==> src/rtl/alu_pkg.sv <==
package alu_pkg;

    localparam int XLEN  = 32;
    localparam int SH_W  = $clog2(XLEN);
    localparam int CNT_W = $clog2(XLEN + 1);

    typedef enum logic [4:0] {
        OP_ADD  = 5'd0,
        OP_ADDU = 5'd1,
        OP_SUB  = 5'd2,
        OP_SUBU = 5'd3,
        OP_AND  = 5'd4,
        OP_OR   = 5'd5,
        OP_XOR  = 5'd6,
        OP_NOR  = 5'd7,
        OP_SLT  = 5'd8,
        OP_SLTU = 5'd9,
        OP_SLL  = 5'd10,
        OP_SRL  = 5'd11,
        OP_SRA  = 5'd12,
        OP_SLLV = 5'd13,
        OP_SRLV = 5'd14,
        OP_SRAV = 5'd15,
        OP_CLO  = 5'd16,
        OP_CLZ  = 5'd17,
        OP_SEB  = 5'd18,
        OP_SEH  = 5'd19,
        OP_WSBH = 5'd20,
        OP_MOVN = 5'd21,
        OP_MOVZ = 5'd22
    } alu_op_e;

    typedef struct packed {
        logic [XLEN-1:0] value;
        logic            ovf;
        logic            wen;
    } alu_out_t;

    function automatic logic [XLEN-1:0] sext_byte(input logic [XLEN-1:0] v);
        return {{(XLEN-8){v[7]}}, v[7:0]};
    endfunction

    function automatic logic [XLEN-1:0] sext_half(input logic [XLEN-1:0] v);
        return {{(XLEN-16){v[15]}}, v[15:0]};
    endfunction

    function automatic logic [XLEN-1:0] swap_in_halves(input logic [XLEN-1:0] v);
        logic [XLEN-1:0] r;
        for (int h = 0; h < XLEN / 16; h++) begin
            r[h*16 +: 8]     = v[h*16 + 8 +: 8];
            r[h*16 + 8 +: 8] = v[h*16 +: 8];
        end
        return r;
    endfunction

endpackage

==> src/rtl/alu_addsub.sv <==
module alu_addsub #(
    parameter int W = 32
) (
    input  logic [W-1:0] a_i,
    input  logic [W-1:0] b_i,
    input  logic         sub_i,
    output logic [W-1:0] sum_o,
    output logic         ovf_o
);
    logic [W-1:0] b_eff;

    assign b_eff = sub_i ? ~b_i : b_i;
    assign sum_o = a_i + b_eff + W'(sub_i);
    assign ovf_o = (a_i[W-1] == b_eff[W-1]) && (sum_o[W-1] != a_i[W-1]);
endmodule

==> src/rtl/alu_shift.sv <==
module alu_shift #(
    parameter int W  = 32,
    parameter int AW = $clog2(W)
) (
    input  logic [W-1:0]  data_i,
    input  logic [AW-1:0] amt_i,
    input  logic          left_i,
    input  logic          arith_i,
    output logic [W-1:0]  data_o
);
    logic [W-1:0] stg [AW+1];
    logic         fill;

    assign fill   = arith_i & data_i[W-1];
    assign stg[0] = data_i;

    for (genvar k = 0; k < AW; k++) begin : g_stage
        localparam int S = 1 << k;
        logic [W-1:0] moved;
        assign moved      = left_i ? {stg[k][W-S-1:0], {S{1'b0}}}
                                   : {{S{fill}}, stg[k][W-1:S]};
        assign stg[k+1]   = amt_i[k] ? moved : stg[k];
    end

    assign data_o = stg[AW];
endmodule

==> src/rtl/alu_lead_count.sv <==
module alu_lead_count #(
    parameter int W  = 32,
    parameter int CW = $clog2(W + 1)
) (
    input  logic [W-1:0]  val_i,
    input  logic          ones_i,
    output logic [CW-1:0] count_o
);
    logic [W-1:0] scan;

    assign scan = ones_i ? ~val_i : val_i;

    always_comb begin
        count_o = CW'(W);
        for (int i = 0; i < W; i++) begin
            if (scan[i]) count_o = CW'(W - 1 - i);
        end
    end
endmodule

==> src/rtl/alu_exec.sv <==
module alu_exec
    import alu_pkg::*;
(
    input  logic            clk_i,
    input  logic            rst_i,
    input  logic [4:0]      op_i,
    input  logic [XLEN-1:0] rs_i,
    input  logic [XLEN-1:0] rt_i,
    input  logic [SH_W-1:0] shamt_i,
    output logic [XLEN-1:0] result_o,
    output logic            ovf_o,
    output logic            wr_en_o
);
    alu_op_e         op;
    logic            is_sub;
    logic [XLEN-1:0] sum;
    logic            sum_ovf;
    logic [SH_W-1:0] sh_amt;
    logic            sh_left;
    logic            sh_arith;
    logic [XLEN-1:0] sh_out;
    logic            cnt_ones;
    logic [CNT_W-1:0] cnt;
    alu_out_t        nxt;
    alu_out_t        q;

    assign op       = alu_op_e'(op_i);
    assign is_sub   = (op == OP_SUB) || (op == OP_SUBU);
    assign sh_amt   = (op == OP_SLLV || op == OP_SRLV || op == OP_SRAV)
                      ? rs_i[SH_W-1:0] : shamt_i;
    assign sh_left  = (op == OP_SLL) || (op == OP_SLLV);
    assign sh_arith = (op == OP_SRA) || (op == OP_SRAV);
    assign cnt_ones = (op == OP_CLO);

    alu_addsub #(.W(XLEN)) u_addsub (
        .a_i   (rs_i),
        .b_i   (rt_i),
        .sub_i (is_sub),
        .sum_o (sum),
        .ovf_o (sum_ovf)
    );

    alu_shift #(.W(XLEN), .AW(SH_W)) u_shift (
        .data_i  (rt_i),
        .amt_i   (sh_amt),
        .left_i  (sh_left),
        .arith_i (sh_arith),
        .data_o  (sh_out)
    );

    alu_lead_count #(.W(XLEN), .CW(CNT_W)) u_count (
        .val_i   (rs_i),
        .ones_i  (cnt_ones),
        .count_o (cnt)
    );

    always_comb begin
        nxt.value = '0;
        nxt.ovf   = 1'b0;
        nxt.wen   = 1'b1;
        case (op)
            OP_ADD, OP_SUB: begin
                nxt.value = sum;
                nxt.ovf   = sum_ovf;
            end
            OP_ADDU, OP_SUBU: nxt.value = sum;
            OP_AND:  nxt.value = rs_i & rt_i;
            OP_OR:   nxt.value = rs_i | rt_i;
            OP_XOR:  nxt.value = rs_i ^ rt_i;
            OP_NOR:  nxt.value = ~(rs_i | rt_i);
            OP_SLT:  nxt.value = {{(XLEN-1){1'b0}}, $signed(rs_i) < $signed(rt_i)};
            OP_SLTU: nxt.value = {{(XLEN-1){1'b0}}, rs_i < rt_i};
            OP_SLL, OP_SRL, OP_SRA,
            OP_SLLV, OP_SRLV, OP_SRAV: nxt.value = sh_out;
            OP_CLO, OP_CLZ: nxt.value = XLEN'(cnt);
            OP_SEB:  nxt.value = sext_byte(rt_i);
            OP_SEH:  nxt.value = sext_half(rt_i);
            OP_WSBH: nxt.value = swap_in_halves(rt_i);
            OP_MOVN: begin
                nxt.value = rs_i;
                nxt.wen   = |rt_i;
            end
            OP_MOVZ: begin
                nxt.value = rs_i;
                nxt.wen   = ~|rt_i;
            end
            default: nxt.wen = 1'b0;
        endcase
    end

    always_ff @(posedge clk_i) begin
        if (rst_i) q <= '0;
        else       q <= nxt;
    end

    assign result_o = q.value;
    assign ovf_o    = q.ovf;
    assign wr_en_o  = q.wen;
endmodule

==> config.mk <==
export PLATFORM = sky130hd
export DESIGN_NAME = alu_exec
export DESIGN_NICKNAME = d
export VERILOG_FILES = /design/src/rtl/alu_pkg.sv /design/src/rtl/alu_addsub.sv /design/src/rtl/alu_shift.sv /design/src/rtl/alu_lead_count.sv /design/src/rtl/alu_exec.sv
export SDC_FILE = /design/constraint.sdc
export NUM_CORES = 1
export LEC_CHECK = 0
export BUFFER_PORTS_ARGS = -buffer_cell sky130_fd_sc_hd__buf_2
export CAP_MARGIN = 20
export CORE_UTILIZATION = 50
export CTS_CLUSTER_DIAMETER = 120
export DETAILED_ROUTE_END_ITERATION = 12
export PLACE_DENSITY = 0.69
export SETUP_SLACK_MARGIN = 0.4
export SLEW_MARGIN = 20
export SYNTH_ARGS = -nofsm -noshare
export SYNTH_HDL_FRONTEND = slang
export SYNTH_HIERARCHICAL = 1
export SYNTH_SLANG_ARGS = --single-unit
==> constraint.sdc <==
create_clock -name clk_i -period 11.3 [get_ports clk_i]
set_input_delay 0.565 -clock clk_i [delete_from_list [all_inputs] [get_ports clk_i]]
set_output_delay 0.565 -clock clk_i [all_outputs]
set_load 0.01 [all_outputs]
==> results.toml <==
[clock_tree]
cts.sinks = 34
cts_buffers = 5
clk_pin_slew_worst_paths_ps = 70
htreeDepth = 2
clock_path_buffers = 2
cts_root_buffer = "clkbuf_16"
cts_tree = "yes"
cts_resized = 0
cts_setup_buffers = 0
postCtsHoldBufs = 0

[timing]
worst_pin_slew_ps = 1170
rsz0062_at_grt = "false"
fmax_mhz = 169
slew_viol_final = 0
final-hold-violation-count = 0
setup_tns_ps = 0
setup_viol = 0
finalWorstSetupSlack_ps = 5380
max_slew_margin_pct = 22.1
finalCritPeriodShare_pct = 52.4
min_period_ps = 5920

[worst_hold_path]
hold_path_class = "input port to flop"

[global_routing]
grt-ovfl-total = 0
grt_pass1_wl_um = 78900
antenna_found_initial = 0
grt_max_degree = 75
grt_pass1_vias = 12200
grtUsageTotal_pct = 44.1

[routing]
vias = 13700
viasPerCell = 7.25
dr.pass1.iters = 8
post_drt_wl_per_cell_um = 28.4
drc = 0
wirelength_um = 53500
drtIter0Drc = 1961
ant_nets = 0

[logic_synthesis]
yosysSeqAreaShare_pct = 5.93
synthCells = 1583
synth-seq-cells = 34
syn_avg_cell_area_um2 = 7.26
async_flop_share_pct = 0
synth_warnings = 6
synth_edf_count = 0
synth_area_um2 = 11500
ys.flop_type = "dfxtp_1"
yosysUniqueCellTypes = 95
synth_nets = 1786

[place]
dp_hpwl_um = 39100
io_buffers = 109
place_ws_ps = 5220
dpl_cell_area_um2 = 12000
place_congestion = 1.07
dp_cells = 1878

[power]
vdd_drop_max_uv = 54.0
power_density_nw_per_um2 = 75.3
p_leak_nw = 5.01

[layout]
n_fill_cell = 2256
nets = 1803
fin_cells = 1886
multiInputGateArea_um2 = 9840
design_area_um2 = 12100
seq_area_um2 = 681
diodes = 0
finalCoreUtilization_pct = 53.6
drive_gt1_share_pct = 15.2
syn_to_final_growth_pct = 5.35

[job]
cap_violations = 0

[die]
dieArea_um2 = 23600
fp.dieW_um = 154
coreArea_um2 = 22600
fp.dieH_um = 154
std_cell_rows = 55
io_pins = 110
start_util_pct = 50.9

[critical_path]
start_kind = "input port"
critical_path_arrival_ps = 6150
cp-end-kind = "flop"
path_class = "input port to flop"
crit_fanout = 67
cp.required_ps = 11530

[outcome]
status = "finished clean"
power breakdown:
part,internal (mW),switching (mW)
registers,0.128,0.00393
clock network,0.0878,0.0686
logic,0.209,0.414
total,0.425,0.486
state kept, by name, summed over array words and instances, names as in the netlist:
register,cells
result_o,32
ovf_o,1
wr_en_o,1
cell type report:
cell class	instances	share of cell area, %
clock buffer	6	1.15
clock inverter	2	0.103
multi-input combinational	1327	81.3
inverter	106	3.29
sequential	34	5.62
timing repair buffer	126	5.56
tap	285	2.95
kinds of logic after synthesis:
kind of cell | count (synthesis) | share of synthesized area [%]
buffers and inverters | 222 | 8.92
muxes | 111 | 11.9
adders and majority gates | 127 | 13.9
xor gates and xnor gates | 95 | 7.24
AOI/OAI and AO/OA | 542 | 33.5
DFF | 34 | 5.93
and+or+nand+nor | 452 | 18.6
metal layers:
metal	vias up	share of wire (%)	global-route usage (%)	wire, um
li1	6001	-	-	-
met1	6507	40	59.0	21300
met2	983	42	65.1	22400
met3	189	12	9.78	6530
met4	0	6.0	25.0	3220
met5	-	0	0	0
critical path, cell delays in order:
cell and delay, ps:
buf_2 80, buf_4 620, nor2_1 410, nor2_1 500
mux2_2 240, buf_4 560, clkinv_1 620, buf_4 370
nor2_1 810, nand2_1 250, nor2_1 150, nor4b_1 70
o31ai_1 410, a222oi_1 160, o21a_1 130, a21oi_1 110
worst paths after layout:
path                  depth (start not counted)  slack [ps]    start            to
worst min-delay path                          2         490    rst_i       wr_en_o
worst max-delay path                         16        5380  op_i[1]  result_o[31]
cell usage in the layout (no fill, tap or decap), types with 46 or more instances in the layout:
| master | instances |
|---|---|
| nor2_1 | 144 |
| ha_1 | 126 |
| a21oi_1 | 125 |
| nand2_1 | 113 |
| buf_2 | 109 |
| inv_1 | 103 |
| o21ai_0 | 65 |
| mux2i_1 | 50 |
| xnor2_1 | 49 |
| xor2_1 | 46 |
stage by stage:
stage	power, mW	hold slack [ps]
after global routing	0.946	485
after detailed placement	0.727	793
after global placement	0.726	794
after floorplan	0.518	637
after CTS	0.883	482
final	0.911	488
cells in the mapped netlist (31+ instances only):
library cell	instances	share of area (%)
a21oi_1	126	5.5
a221oi_1	33	2.5
a222oi_1	33	2.9
a22oi_1	35	2.3
a31oi_1	31	1.7
clkbuf_1	55	1.8
dfxtp_1	34	5.9
ha_1	126	14
inv_1	103	3.4
mux2_2	44	4.3
mux2i_1	50	4.4
nand2_1	113	3.7
nand3_1	43	1.9
nor2_1	144	4.7
nor3_1	37	1.6
o21ai_0	65	2.8
xnor2_1	49	3.7
xor2_1	46	3.5
(Power assumes the default switching activity.)
